$ cat src/rtl/csr_pkg.sv
package csr_pkg;
  localparam int DATA_W = 16;
  localparam int BYTE_W = 8;
  localparam int CNT_W  = DATA_W - 1;
  localparam logic [DATA_W-1:0] HDR_STEP  = {1'b0, {CNT_W{1'b1}}};
  localparam logic [DATA_W-1:0] FOLD_MODE = 16'h0060;
  localparam logic [BYTE_W-1:0] LC_LO     = 8'h61;
  localparam logic [BYTE_W-1:0] LC_HI     = 8'h7A;
  localparam logic [BYTE_W-1:0] CASE_DIFF = 8'h20;

  typedef enum logic [2:0] {
    ST_IDLE, ST_RD_HDR, ST_RD_PTR, ST_CHECK,
    ST_FETCH, ST_WR_HDR, ST_WR_PTR, ST_RESP
  } csr_state_e;
endpackage

$ cat src/rtl/csr_desc_next.sv
module csr_desc_next
  import csr_pkg::*;
(
  input  logic [DATA_W-1:0] hdr,
  input  logic [DATA_W-1:0] ptr,
  output logic              empty,
  output logic              odd,
  output logic [DATA_W-1:0] hdr_next,
  output logic [DATA_W-1:0] ptr_next
);
  always_comb begin
    empty    = (hdr[CNT_W-1:0] == '0);
    odd      = hdr[DATA_W-1];
    hdr_next = hdr + HDR_STEP;
    ptr_next = ptr + 1'b1;
  end
endmodule

$ cat src/rtl/csr_byte_pick.sv
module csr_byte_pick
  import csr_pkg::*;
(
  input  logic [DATA_W-1:0] word,
  input  logic              low_sel,
  input  logic [DATA_W-1:0] mode,
  output logic [DATA_W-1:0] chr
);
  logic [BYTE_W-1:0] raw;
  logic              fold;

  always_comb begin
    raw  = low_sel ? word[BYTE_W-1:0] : word[DATA_W-1:DATA_W-BYTE_W];
    fold = (mode == FOLD_MODE) && (raw >= LC_LO) && (raw <= LC_HI);
    chr  = {{(DATA_W-BYTE_W){1'b0}}, fold ? (raw - CASE_DIFF) : raw};
  end
endmodule

$ cat src/rtl/csr_reader.sv
module csr_reader
  import csr_pkg::*;
#(
  parameter int ADDR_W = 16
) (
  input  logic              clk,
  input  logic              rst_n,
  input  logic              req_valid,
  output logic              req_ready,
  input  logic [ADDR_W-1:0] req_addr,
  input  logic [DATA_W-1:0] req_mode,
  output logic              mem_rd,
  output logic              mem_wr,
  output logic [ADDR_W-1:0] mem_addr,
  output logic [DATA_W-1:0] mem_wdata,
  input  logic [DATA_W-1:0] mem_rdata,
  output logic              rsp_valid,
  output logic              rsp_empty,
  output logic              rsp_err,
  output logic [DATA_W-1:0] rsp_char
);
  // reset: asserted asynchronously, released on a clock edge
  logic [1:0] rst_sync_q;
  logic       rst_int_n;

  always_ff @(posedge clk or negedge rst_n) begin
    if (!rst_n) rst_sync_q <= 2'b00;
    else        rst_sync_q <= {rst_sync_q[0], 1'b1};
  end
  assign rst_int_n = rst_sync_q[1];

  csr_state_e        state_q, state_n;
  logic [ADDR_W-1:0] base_q, base_n;
  logic [DATA_W-1:0] mode_q, mode_n;
  logic [DATA_W-1:0] hdr_q, hdr_n;
  logic [DATA_W-1:0] ptr_q, ptr_n;
  logic [DATA_W-1:0] chr_q, chr_n;
  logic              empty_q, empty_n;
  logic              err_q, err_n;
  logic              ctx_en, res_en;

  logic              d_empty, d_odd;
  logic [DATA_W-1:0] d_hdr_next, d_ptr_next, picked;
  logic [ADDR_W-1:0] base_w1;

  assign base_w1 = {base_q[ADDR_W-1:1], 1'b1};

  csr_desc_next u_desc (
    .hdr      (hdr_q),
    .ptr      (ptr_q),
    .empty    (d_empty),
    .odd      (d_odd),
    .hdr_next (d_hdr_next),
    .ptr_next (d_ptr_next)
  );

  csr_byte_pick u_pick (
    .word    (mem_rdata),
    .low_sel (d_odd),
    .mode    (mode_q),
    .chr     (picked)
  );

  always_comb begin
    state_n   = state_q;
    base_n    = base_q;
    mode_n    = mode_q;
    hdr_n     = hdr_q;
    ptr_n     = ptr_q;
    chr_n     = chr_q;
    empty_n   = empty_q;
    err_n     = err_q;
    ctx_en    = 1'b0;
    res_en    = 1'b0;
    mem_rd    = 1'b0;
    mem_wr    = 1'b0;
    mem_addr  = base_q;
    mem_wdata = '0;
    unique case (state_q)
      ST_IDLE: begin
        if (req_valid) begin
          ctx_en = 1'b1;
          base_n = req_addr;
          mode_n = req_mode;
          if (req_addr[0]) begin
            res_en  = 1'b1;
            err_n   = 1'b1;
            empty_n = 1'b0;
            chr_n   = '0;
            state_n = ST_RESP;
          end else begin
            state_n = ST_RD_HDR;
          end
        end
      end
      ST_RD_HDR: begin
        mem_rd  = 1'b1;
        state_n = ST_RD_PTR;
      end
      ST_RD_PTR: begin
        mem_rd   = 1'b1;
        mem_addr = base_w1;
        ctx_en   = 1'b1;
        hdr_n    = mem_rdata;
        state_n  = ST_CHECK;
      end
      ST_CHECK: begin
        ctx_en = 1'b1;
        ptr_n  = mem_rdata;
        if (d_empty) begin
          res_en  = 1'b1;
          err_n   = 1'b0;
          empty_n = 1'b1;
          chr_n   = '0;
          state_n = ST_RESP;
        end else begin
          state_n = ST_FETCH;
        end
      end
      ST_FETCH: begin
        mem_rd   = 1'b1;
        mem_addr = ptr_q[ADDR_W-1:0];
        state_n  = ST_WR_HDR;
      end
      ST_WR_HDR: begin
        mem_wr    = 1'b1;
        mem_wdata = d_hdr_next;
        res_en    = 1'b1;
        err_n     = 1'b0;
        empty_n   = 1'b0;
        chr_n     = picked;
        state_n   = d_odd ? ST_WR_PTR : ST_RESP;
      end
      ST_WR_PTR: begin
        mem_wr    = 1'b1;
        mem_addr  = base_w1;
        mem_wdata = d_ptr_next;
        state_n   = ST_RESP;
      end
      ST_RESP: state_n = ST_IDLE;
      default: state_n = ST_IDLE;
    endcase
  end

  always_ff @(posedge clk or negedge rst_int_n) begin
    if (!rst_int_n) state_q <= ST_IDLE;
    else            state_q <= state_n;
  end

  always_ff @(posedge clk or negedge rst_int_n) begin
    if (!rst_int_n) begin
      base_q <= '0;
      mode_q <= '0;
      hdr_q  <= '0;
      ptr_q  <= '0;
    end else if (ctx_en) begin
      base_q <= base_n;
      mode_q <= mode_n;
      hdr_q  <= hdr_n;
      ptr_q  <= ptr_n;
    end
  end

  always_ff @(posedge clk or negedge rst_int_n) begin
    if (!rst_int_n) begin
      chr_q   <= '0;
      empty_q <= 1'b0;
      err_q   <= 1'b0;
    end else if (res_en) begin
      chr_q   <= chr_n;
      empty_q <= empty_n;
      err_q   <= err_n;
    end
  end

  assign req_ready = (state_q == ST_IDLE);
  assign rsp_valid = (state_q == ST_RESP);
  assign rsp_empty = empty_q;
  assign rsp_err   = err_q;
  assign rsp_char  = chr_q;
endmodule

$ cat config.mk
export PLATFORM = sky130hd
export DESIGN_NAME = csr_reader
export DESIGN_NICKNAME = d
export VERILOG_FILES = /design/src/rtl/csr_pkg.sv /design/src/rtl/csr_desc_next.sv /design/src/rtl/csr_byte_pick.sv /design/src/rtl/csr_reader.sv
export SDC_FILE = /design/constraint.sdc
export NUM_CORES = 1
export LEC_CHECK = 0
export ABC_AREA = 1
export BUFFER_PORTS_ARGS = -buffer_cell sky130_fd_sc_hd__buf_2
export CAP_MARGIN = 25
export CORE_MARGIN = 10
export CORE_UTILIZATION = 45
export CTS_BUF_LIST = sky130_fd_sc_hd__clkbuf_4
export CTS_CLUSTER_DIAMETER = 120
export CTS_CLUSTER_SIZE = 10
export DETAILED_ROUTE_END_ITERATION = 12
export GPL_TIMING_DRIVEN = 0
export PLACE_DENSITY = 0.77
export SLEW_MARGIN = 30
export SYNTH_ARGS = -nofsm -noshare
export SYNTH_HDL_FRONTEND = slang
export SYNTH_HIERARCHICAL = 1
export SYNTH_SLANG_ARGS = --single-unit
$ cat constraint.sdc
create_clock -name clk -period 3 [get_ports clk]
set_input_delay 0.45 -clock clk [delete_from_list [all_inputs] [get_ports clk]]
set_output_delay 0.45 -clock clk [all_outputs]
set_load 0.1 [all_outputs]
# ---- After elaboration in Yosys (flattened, before gate mapping)
# Index checks and enable logic that the tools add are counted.
dict set report classes {
  n_addsub 3
  order_cmp 2
  eq_ne 11
  n_mux 29
  n_reduce_logical 13
}
# op n
set op_table {}
lappend op_table {{one-hot mux 16 bit (2 select lines)} 2}
lappend op_table {{2-to-1 mux 16 bit} 3}
lappend op_table {{one-hot mux 16 bit (3 select lines)} 1}
lappend op_table {{one-hot mux 3 bit (8 select lines)} 1}
lappend op_table {{adder 16 x 1 -> 16 bit (second input constant)} 1}
lappend op_table {{adder 16 x 15 -> 16 bit (second input constant)} 1}
lappend op_table {{== test 16 x 7 -> 1 bit (second input constant)} 1}
lappend op_table {{2-to-1 mux 8 bit} 2}
lappend op_table {{zero test 15 bit} 1}
lappend op_table {{2-to-1 mux 1 bit} 13}
lappend op_table {{== test 3 bit (second input constant)} 4}
lappend op_table {{one-hot mux 1 bit (3 select lines)} 3}
lappend op_table {{>= comparator 8 x 7 -> 1 bit (second input constant)} 1}
lappend op_table {{less-or-equal comparator 8 x 7 -> 1 bit (second input constant)} 1}
lappend op_table {{subtractor 8 x 6 -> 8 bit (second input constant)} 1}
lappend op_table {{== test 3 x 2 -> 1 bit (second input constant)} 2}
lappend op_table {{2-to-1 mux 3 bit} 2}
lappend op_table {{OR reduction 2 bit} 3}
lappend op_table {{AND reduction 5 bit} 1}
lappend op_table {{inequality test 2 bit (second input constant)} 2}
lappend op_table {{AND reduction 2 bit} 2}
lappend op_table {{== test 3 x 1 -> 1 bit (second input constant)} 1}
lappend op_table {{zero test 3 bit} 1}
lappend op_table {{AND reduction 3 bit} 1}
lappend op_table {{6 further kinds} 7}
dict set report totals {
  reg_bits 87
  inputBits 51
  output_inout_bits 54
  word_cells 67
}

# ---- Depth between registers and ports, before layout
# Gate-level depths: netlist of the first run.
dict set report logic_depth {
  word_depth 6
  mapped_depth 12
  ltp_nobuf 11
}

# ---- Hierarchy
# The synthesis of the first run kept the hierarchy.
# mod n_inst cells_each area_per_inst_um2 seq_area_each_um2
set modules_own_cells {}
lappend modules_own_cells {csr_reader 1 473 3903.7 2177.1}
lappend modules_own_cells {csr_desc_next 1 155 808.3 0.0}
lappend modules_own_cells {csr_byte_pick 1 76 354.1 0.0}

# ---- Least setup slack after synthesis of the first run
# Ideal clock, no wire load.
dict set report synth_path {
  path_type {register to output}
  start {reg state_q[0]}
  end {out mem_addr[0]}
  arrival_time_ps 2125
  required_ps 2550
  slack_ps 425
  stages_incl_launch_ff 7
  cell_sequence {dfrtp_1 -> buf_4 -> inv_2 -> nand2_4 -> nor2_4 -> nor3_1 -> nor2_1}
}
dict set report synth_between {
  elab_chain_cells 3
  word_cells_on_any_way 5
}
# item line_no
set synth_lines {}
lappend synth_lines {{from (decl)} csr_reader.sv:32} ;# csr_state_e state_q, state_n;
lappend synth_lines {{from (signal assigned)} csr_reader.sv:147} ;# else state_q <= state_n;
lappend synth_lines {{== test 3 bit / == test 3 x 2 -> 1 bit (equally long branches)} csr_reader.sv:79} ;# unique case (state_q)
lappend synth_lines {{OR reduction 2 bit (no line)} -}
lappend synth_lines {{one-hot mux 16 bit (2 select lines) *} csr_reader.sv:79}
lappend synth_lines {{to (decl)} csr_reader.sv:14} ;# output logic [ADDR_W-1:0] mem_addr,
# Every way passes the cells marked *; elsewhere a longest branch is shown, timed or not.

# ---- Final worst setup path of the first run
dict set report layout_path {
  start {reg state_q[1]}
  end {out mem_wdata[5]}
}
dict set report layout_between {
  elab_chain_cells 2
  word_cells_on_any_way 3
}
# item line_no
set layout_lines {}
lappend layout_lines {{== test 3 bit} csr_reader.sv:79}
lappend layout_lines {{one-hot mux 16 bit (2 select lines) *} csr_reader.sv:79}
lappend layout_lines {{to (decl)} csr_reader.sv:15} ;# output logic [DATA_W-1:0] mem_wdata,
# Marked as above.

==> results of run 1 <==
==> cell type report <==
class / instances / area (sq um)
buffer: 36 / 255
clock buffer: 10 / 75.1
clock inverter: 6 / 68.8
fill: 1109 / 4960
inverter: 56 / 213
multi-input combinational: 532 / 2450
sequential: 87 / 2180
tap: 140 / 175
timing repair buffer: 106 / 558
==> routing by layer <==
metal,global-route usage,up-vias
li1,-,2420
met1,0.212,2193
met2,0.284,119
met3,0.0436,16
met4,0.0435,0
met5,0,-
==> placed cells by master, fill, tap and decap left out, types with 2 or more instances in the layout <==
| cell | count |
|---|---|
| nor2_8 | 3 |
| o21ai_0 | 30 |
| nand3_1 | 31 |
| inv_2 | 6 |
| clkbuf_4 | 10 |
| nand4_1 | 24 |
| conb_1 | 9 |
| nand2_2 | 5 |
| o21ai_1 | 9 |
| xor2_1 | 9 |
| nor3_1 | 2 |
| buf_4 | 15 |
| inv_1 | 49 |
| nor2_4 | 4 |
| clkbuf_1 | 5 |
| clkinv_4 | 2 |
| nand3b_1 | 5 |
| nand2_1 | 332 |
| xnor2_1 | 6 |
| nand3_2 | 3 |
| ha_1 | 3 |
| nor2_1 | 42 |
| nand2_4 | 4 |
| inv_6 | 2 |
| buf_6 | 7 |
| dfrtp_1 | 86 |
| nor2_2 | 8 |
| buf_2 | 113 |
==> cells by family after synthesis <==
group | count (synthesis) | share of synthesized area
other | 2 | 0.00148
DFF | 87 | 0.430
and+or+nand+nor | 465 | 0.404
AOI/OAI and AO/OA | 40 | 0.0395
adders and majority gates | 3 | 0.00741
xor gates and xnor gates | 15 | 0.0259
buffers and inverters | 92 | 0.0924
==> worst register-to-register path: stages (launching register included) <==
cell and delay [ns]:
dfrtp_1 0.44, inv_1 0.12, ha_1 0.24, nand2_4 0.11, nor2_8 0.14, nand3_2 0.09, nor2_2 0.19, nand4_1 0.14
clkbuf_1 0.27, nand4_1 0.16, nand2_1 0.07
==> per-stage QoR <==
stage / setup TNS [ns] / area (sq um) / std cells
floorplan: 0 / 5090 / 711
global placement: -48.51 / 5790 / 955
detailed placement: 0 / 5820 / 956
CTS: 0 / 5970 / 973
global route: 0 / 5970 / 973
finish: 0 / 5970 / 973
==> state kept, by name, summed over array words and instances (netlist names) <==
register and flops:
rsp_char 16, mode_q 16, rsp_empty 1, state_q 3
rst_sync_q 2, rsp_err 1, hdr_q 16, base_q 16
ptr_q 16
==> final timing paths <==
check                      slack [ns]             to  cells past startpoint          start
setup / recovery                 0.29   mem_wdata[5]                      7     state_q[1]
hold / removal                   0.19      base_q[5]                      3    req_addr[5]
setup reg to reg                 0.95    rsp_char[7]                     10       hdr_q[0]
hold reg to reg                  0.33    rsp_char[5]                      0  rst_sync_q[1]
max in group asynchronous        2.05      hdr_q[13]                      1  rst_sync_q[1]
min in group asynchronous        0.31  rst_sync_q[1]                      2          rst_n
==> timing repair <==
item	4_1_cts	5_1_grt
endpoints found under the setup margin	0	0
hold buffers	1	0
hold endpoints to repair	2	0
gates resized for setup	0	0
==> results.sh, run 1 <==
export IMPL_setup_ws_ns=0.287
export IMPL_drt_first_pass_iters=5
export IMPL_slew_viol_final=0
export IMPL_drtAntennaViolNets=0
export IMPL_core_area_sq_um=10900
export IMPL_worstPathMaxFanout=10
export IMPL_slowest_stage="dfrtp_1"
export IMPL_gr_total_overflow=0
export IMPL_path_clk_slew_ns=0.15
export IMPL_gr_usage_all_layers=0.169
export IMPL_yosys_top_cells_count="nand2_1 (332), dfrtp_1 (87), inv_1 (49)"
export IMPL_wl_met3_microns=978
export IMPL_diodes=0
export IMPL_cp_buffers_inverters=4
export IMPL_top_layer_used="met4"
export IMPL_cts_tree="done"
export IMPL_grt_antenna_before_repair=0
export IMPL_grt_max_degree=45
export IMPL_insertion_delay_ns=0.45
export IMPL_die_x_microns=126
export IMPL_dp_slack_ns=0.790
export IMPL_maxCapViolCount=0
export IMPL_synth_edff_count=0
export IMPL_worst_slew_pin_slew_ns=0.573
export IMPL_synth_top_area_cell="dfrtp_1"
export IMPL_syn2layout_area_growth_pct=17.9
export IMPL_met1_length_microns=5880
export IMPL_setup_viol=0
export IMPL_skew_ns=0.0187
export IMPL_yosysMostFrequentCell="nand2_1"
export IMPL_grt_pass1_vias=4671
export IMPL_cp_slowest_stage_delay_ns=0.49
export IMPL_status="complete, no violations"
export IMPL_vias_per_cell=4.88
export IMPL_io_pins=105
export IMPL_drc=0
export IMPL_numCtsBuffers=9
export IMPL_post_route_util=0.546
export IMPL_route_vias_total=4748
export IMPL_postSynthCellCount=704
export IMPL_async_flop_share=1.00
export IMPL_globalplace_congestion=0.922
export IMPL_die_height_microns=126
export IMPL_fin_crit_ns=2.71
export IMPL_cts_sinks=87
export IMPL_post_cts_buffers=0
export IMPL_core_rowCount=38
export IMPL_worstPathCellList="inv_4 -> nand3_4 -> inv_2 -> buf_2 -> nand2_1 -> nand2_1 -> buf_2"
export IMPL_ys_flop_type="dfrtp_1"
export IMPL_dieArea_sq_um=15900
export IMPL_wirelength_microns=13700
export IMPL_syn_area_per_cell_sq_um=7.20
export IMPL_worstSetupPathType="flop to primary output"
export IMPL_yosysSeqAreaShare=0.430
export IMPL_num_nets_final=882
export IMPL_post_dp_hpwl_microns=10900
export IMPL_wl_met2_microns=6680
export IMPL_yosys_top_cells_area="dfrtp_1 (43%), nand2_1 (25%), inv_1 (3.6%), nor2_1 (3.1%), nand3_1 (3.1%)"
export IMPL_detail_route_iter0_violations=281
export IMPL_hold_violations=0
export IMPL_grt_pass1_wl_microns=22500
export IMPL_htreeDepth=3
export IMPL_period_share=0.904
export IMPL_clockBufferDepth=2
export IMPL_hold_class="primary input to flop"
export IMPL_end_kind="primary output"
export IMPL_worstPathRequired_ns=2.55
export IMPL_syn_area_sq_um=5070
export IMPL_arrival_ns=2.26
export IMPL_start_util=0.463
export IMPL_routedWlPerCell_microns=14.1
export IMPL_yosys_warnings=6
export IMPL_synth_cell_types=29
export IMPL_synth_top_area_frac=0.430
export IMPL_synth_seq_cells=87
export IMPL_slew_headroom=0.618
export IMPL_drive_above_1_share=0.226
export IMPL_startpoint_type="flop"
export IMPL_whs_ns=0.187
export IMPL_rsz0062_at_grt="no"
export IMPL_numPortBuffers=104
export IMPL_crit_family="buffers and inverters"
export IMPL_cts_root_buf="clkbuf_4"
export IMPL_fmax_ghz=0.369
Power of run 1 is left out: the tool's default activity adds up to more than one toggle a clock period on the data nets, which glitch-free logic cannot reach.
==> run 2: changes to the inputs <==
- PLACE_DENSITY: 0.77 -> 0.8
- SYNTH_HIERARCHICAL: 1 -> not set
- clock period: 3 -> 2.43 ns (I/O delays scaled with it)
==> results.sh, run 2 <==
export IMPL_status="finished, violations left"
export IMPL_violations="negative setup slack"
export IMPL_arrival_ns=2.17
export IMPL_syn_area_per_cell_sq_um=7.16
export IMPL_gr_usage_all_layers=0.184
export IMPL_end_kind="primary output"
export IMPL_globalplace_congestion=0.979
export IMPL_yosys_warnings=0
export IMPL_synth_seq_cells=79
export IMPL_yosysMostFrequentCell="nand2_1"
export IMPL_synth_top_area_cell="dfrtp_1"
export IMPL_dieArea_sq_um=14200
export IMPL_startpoint_type="flop"
export IMPL_wirelength_microns=13800
export IMPL_htreeDepth=3
export IMPL_worstPathRequired_ns=2.07
export IMPL_route_vias_total=4561
export IMPL_num_nets_final=810
export IMPL_clockBufferDepth=2
export IMPL_rsz0062_at_grt="yes"
export IMPL_die_x_microns=119
export IMPL_gr_total_overflow=0
export IMPL_postSynthCellCount=619
export IMPL_routedWlPerCell_microns=15.4
export IMPL_worstPathMaxFanout=3
export IMPL_syn2layout_area_growth_pct=35.7
export IMPL_async_flop_share=1.00
export IMPL_drt_first_pass_iters=7
export IMPL_synth_edff_count=0
export IMPL_grt_antenna_before_repair=0
export IMPL_cts_tree="done"
export IMPL_setup_ws_ns=-0.108
export IMPL_ys_flop_type="dfrtp_1"
export IMPL_io_pins=105
export IMPL_yosys_top_cells_area="dfrtp_1 (45%), nand2_1 (21%), o21ai_0 (5.3%), inv_1 (5.0%), nand3_1 (3.5%)"
export IMPL_core_area_sq_um=9680
export IMPL_yosys_top_cells_count="nand2_1 (247), dfrtp_1 (79), inv_1 (59)"
export IMPL_core_rowCount=36
export IMPL_maxCapViolCount=0
export IMPL_grt_max_degree=48
export IMPL_fin_area_sq_um=6020
export IMPL_syn_area_sq_um=4430
export IMPL_hold_class="primary input to flop"
export IMPL_drive_above_1_share=0.317
export IMPL_post_route_util=0.621
export IMPL_setup_viol=4
export IMPL_final_cell_mix="nand2_1 (239), buf_2 (76), dfrtp_1 (70)"
export IMPL_numCtsBuffers=9
export IMPL_drc=0
export IMPL_yosysSeqAreaShare=0.446
export IMPL_cts_root_buf="clkbuf_4"
export IMPL_numPortBuffers=96
export IMPL_path_clk_slew_ns=0.13
export IMPL_period_share=1.04
export IMPL_post_dp_hpwl_microns=10400
export IMPL_post_dp_cell_area_sq_um=5220
export IMPL_grt_pass1_wl_microns=21400
export IMPL_start_util=0.458
export IMPL_synth_cell_types=33
export IMPL_vias_per_cell=5.10
export IMPL_drtAntennaViolNets=0
export IMPL_synth_top_area_frac=0.446
export IMPL_worstSetupPathType="flop to primary output"
export IMPL_hold_violations=0
export IMPL_slew_viol_final=0
export IMPL_fmax_ghz=0.394
export IMPL_setup_tns_ns=-0.241
export IMPL_diodes=0
export IMPL_fin_crit_ns=2.54
export IMPL_whs_ns=0.0909
export IMPL_cts_sinks=79
export IMPL_die_height_microns=119
export IMPL_fillers=850
export IMPL_final_common_cell="nand2_1"
export IMPL_detail_route_iter0_violations=340
export IMPL_grt_pass1_vias=4372
export IMPL_skew_ns=0.0214
export IMPL_insertion_delay_ns=0.46
run 2: cell count changes in the layout (fill, tap and decap cells not counted), sizes merged, moves of 4 or more:
cell | before | now
nand2 | 341 | 251
nand3b | 5 | 0
o22ai | 0 | 6
nor3 | 2 | 9
buf | 136 | 143
xor2 | 9 | 5
nand4 | 24 | 7
dfrtp | 87 | 79
o21ai | 39 | 65
a21oi | 1 | 9
inv | 58 | 64
nor2 | 57 | 52
xnor2 | 6 | 1
run 2: kinds of logic after synthesis:
kind of cell	synth area share
other	0.00169
XOR/XNOR	0.0119
AO/OA/AOI/OAI	0.0996
adder cells (fa/ha/maj)	0.00847
AND/OR/NAND/NOR	0.339
flip-flops	0.446
buffers and inverters	0.0934
run 2: cell type report:
cell class,instances,area (sq um),area share
Multi-Input combinational cell,456,2320,0.385
Tap cell,133,166,0.0277
Clock buffer,11,82.6,0.0137
Sequential cell,79,1990,0.331
Clock inverter,5,58.8,0.00978
Inverter,64,240,0.0399
Buffer,27,196,0.0327
Timing Repair Buffer,119,965,0.160
run 2: final timing paths:
check	slack (ns)	from	cells after the start	endpoint
max	-0.11	ptr_q[1]	10	mem_wdata[10]
min	0.09	req_mode[5]	3	mode_q[5]
max reg2reg	0.73	hdr_q[0]	10	rsp_char[0]
min reg2reg	0.26	rst_sync_q[1]	0	mode_q[6]
max in group asynchronous	1.56	rst_sync_q[1]	1	hdr_q[4]
min in group asynchronous	0.20	rst_n	2	rst_sync_q[1]
run 2: what timing repair did:
item	4_1_cts	5_1_grt
hold buffers	1	0
resized for setup	73	68
buffers inserted	6	15
hold endpoints to repair	2	0
pin swaps	3	19
setup endpoints to repair	34	34
run 2: worst max-delay path, stage by stage, from the launching register on:
cell and delay [ns]:
dfrtp_1 0.42, ha_2 0.23, nand3_4 0.08, nor2_4 0.12
nand2_4 0.08, nor2_4 0.12, nand2_2 0.09, o21ai_2 0.12
inv_1 0.06, o21ai_2 0.18, buf_12 0.20
run 2: per-layer routing:
metal  GRT usage  wire (microns)  vias up
met3      0.0378            1020       31
met2       0.300            6750      181
met4      0.0824             322        0
met1       0.231            5680     2144
met5           0               0        -
li1            -               -     2205
run 2: through the flow:
step	cells	worst slack [ns]
2_1_floorplan	626	-0.394
3_3_place_gp	855	-0.782
3_5_place_dp	856	0.0501
4_1_cts	879	-0.108
5_1_grt	894	-0.227
6_report	894	-0.108
Power of run 2 is left out for the same reason.
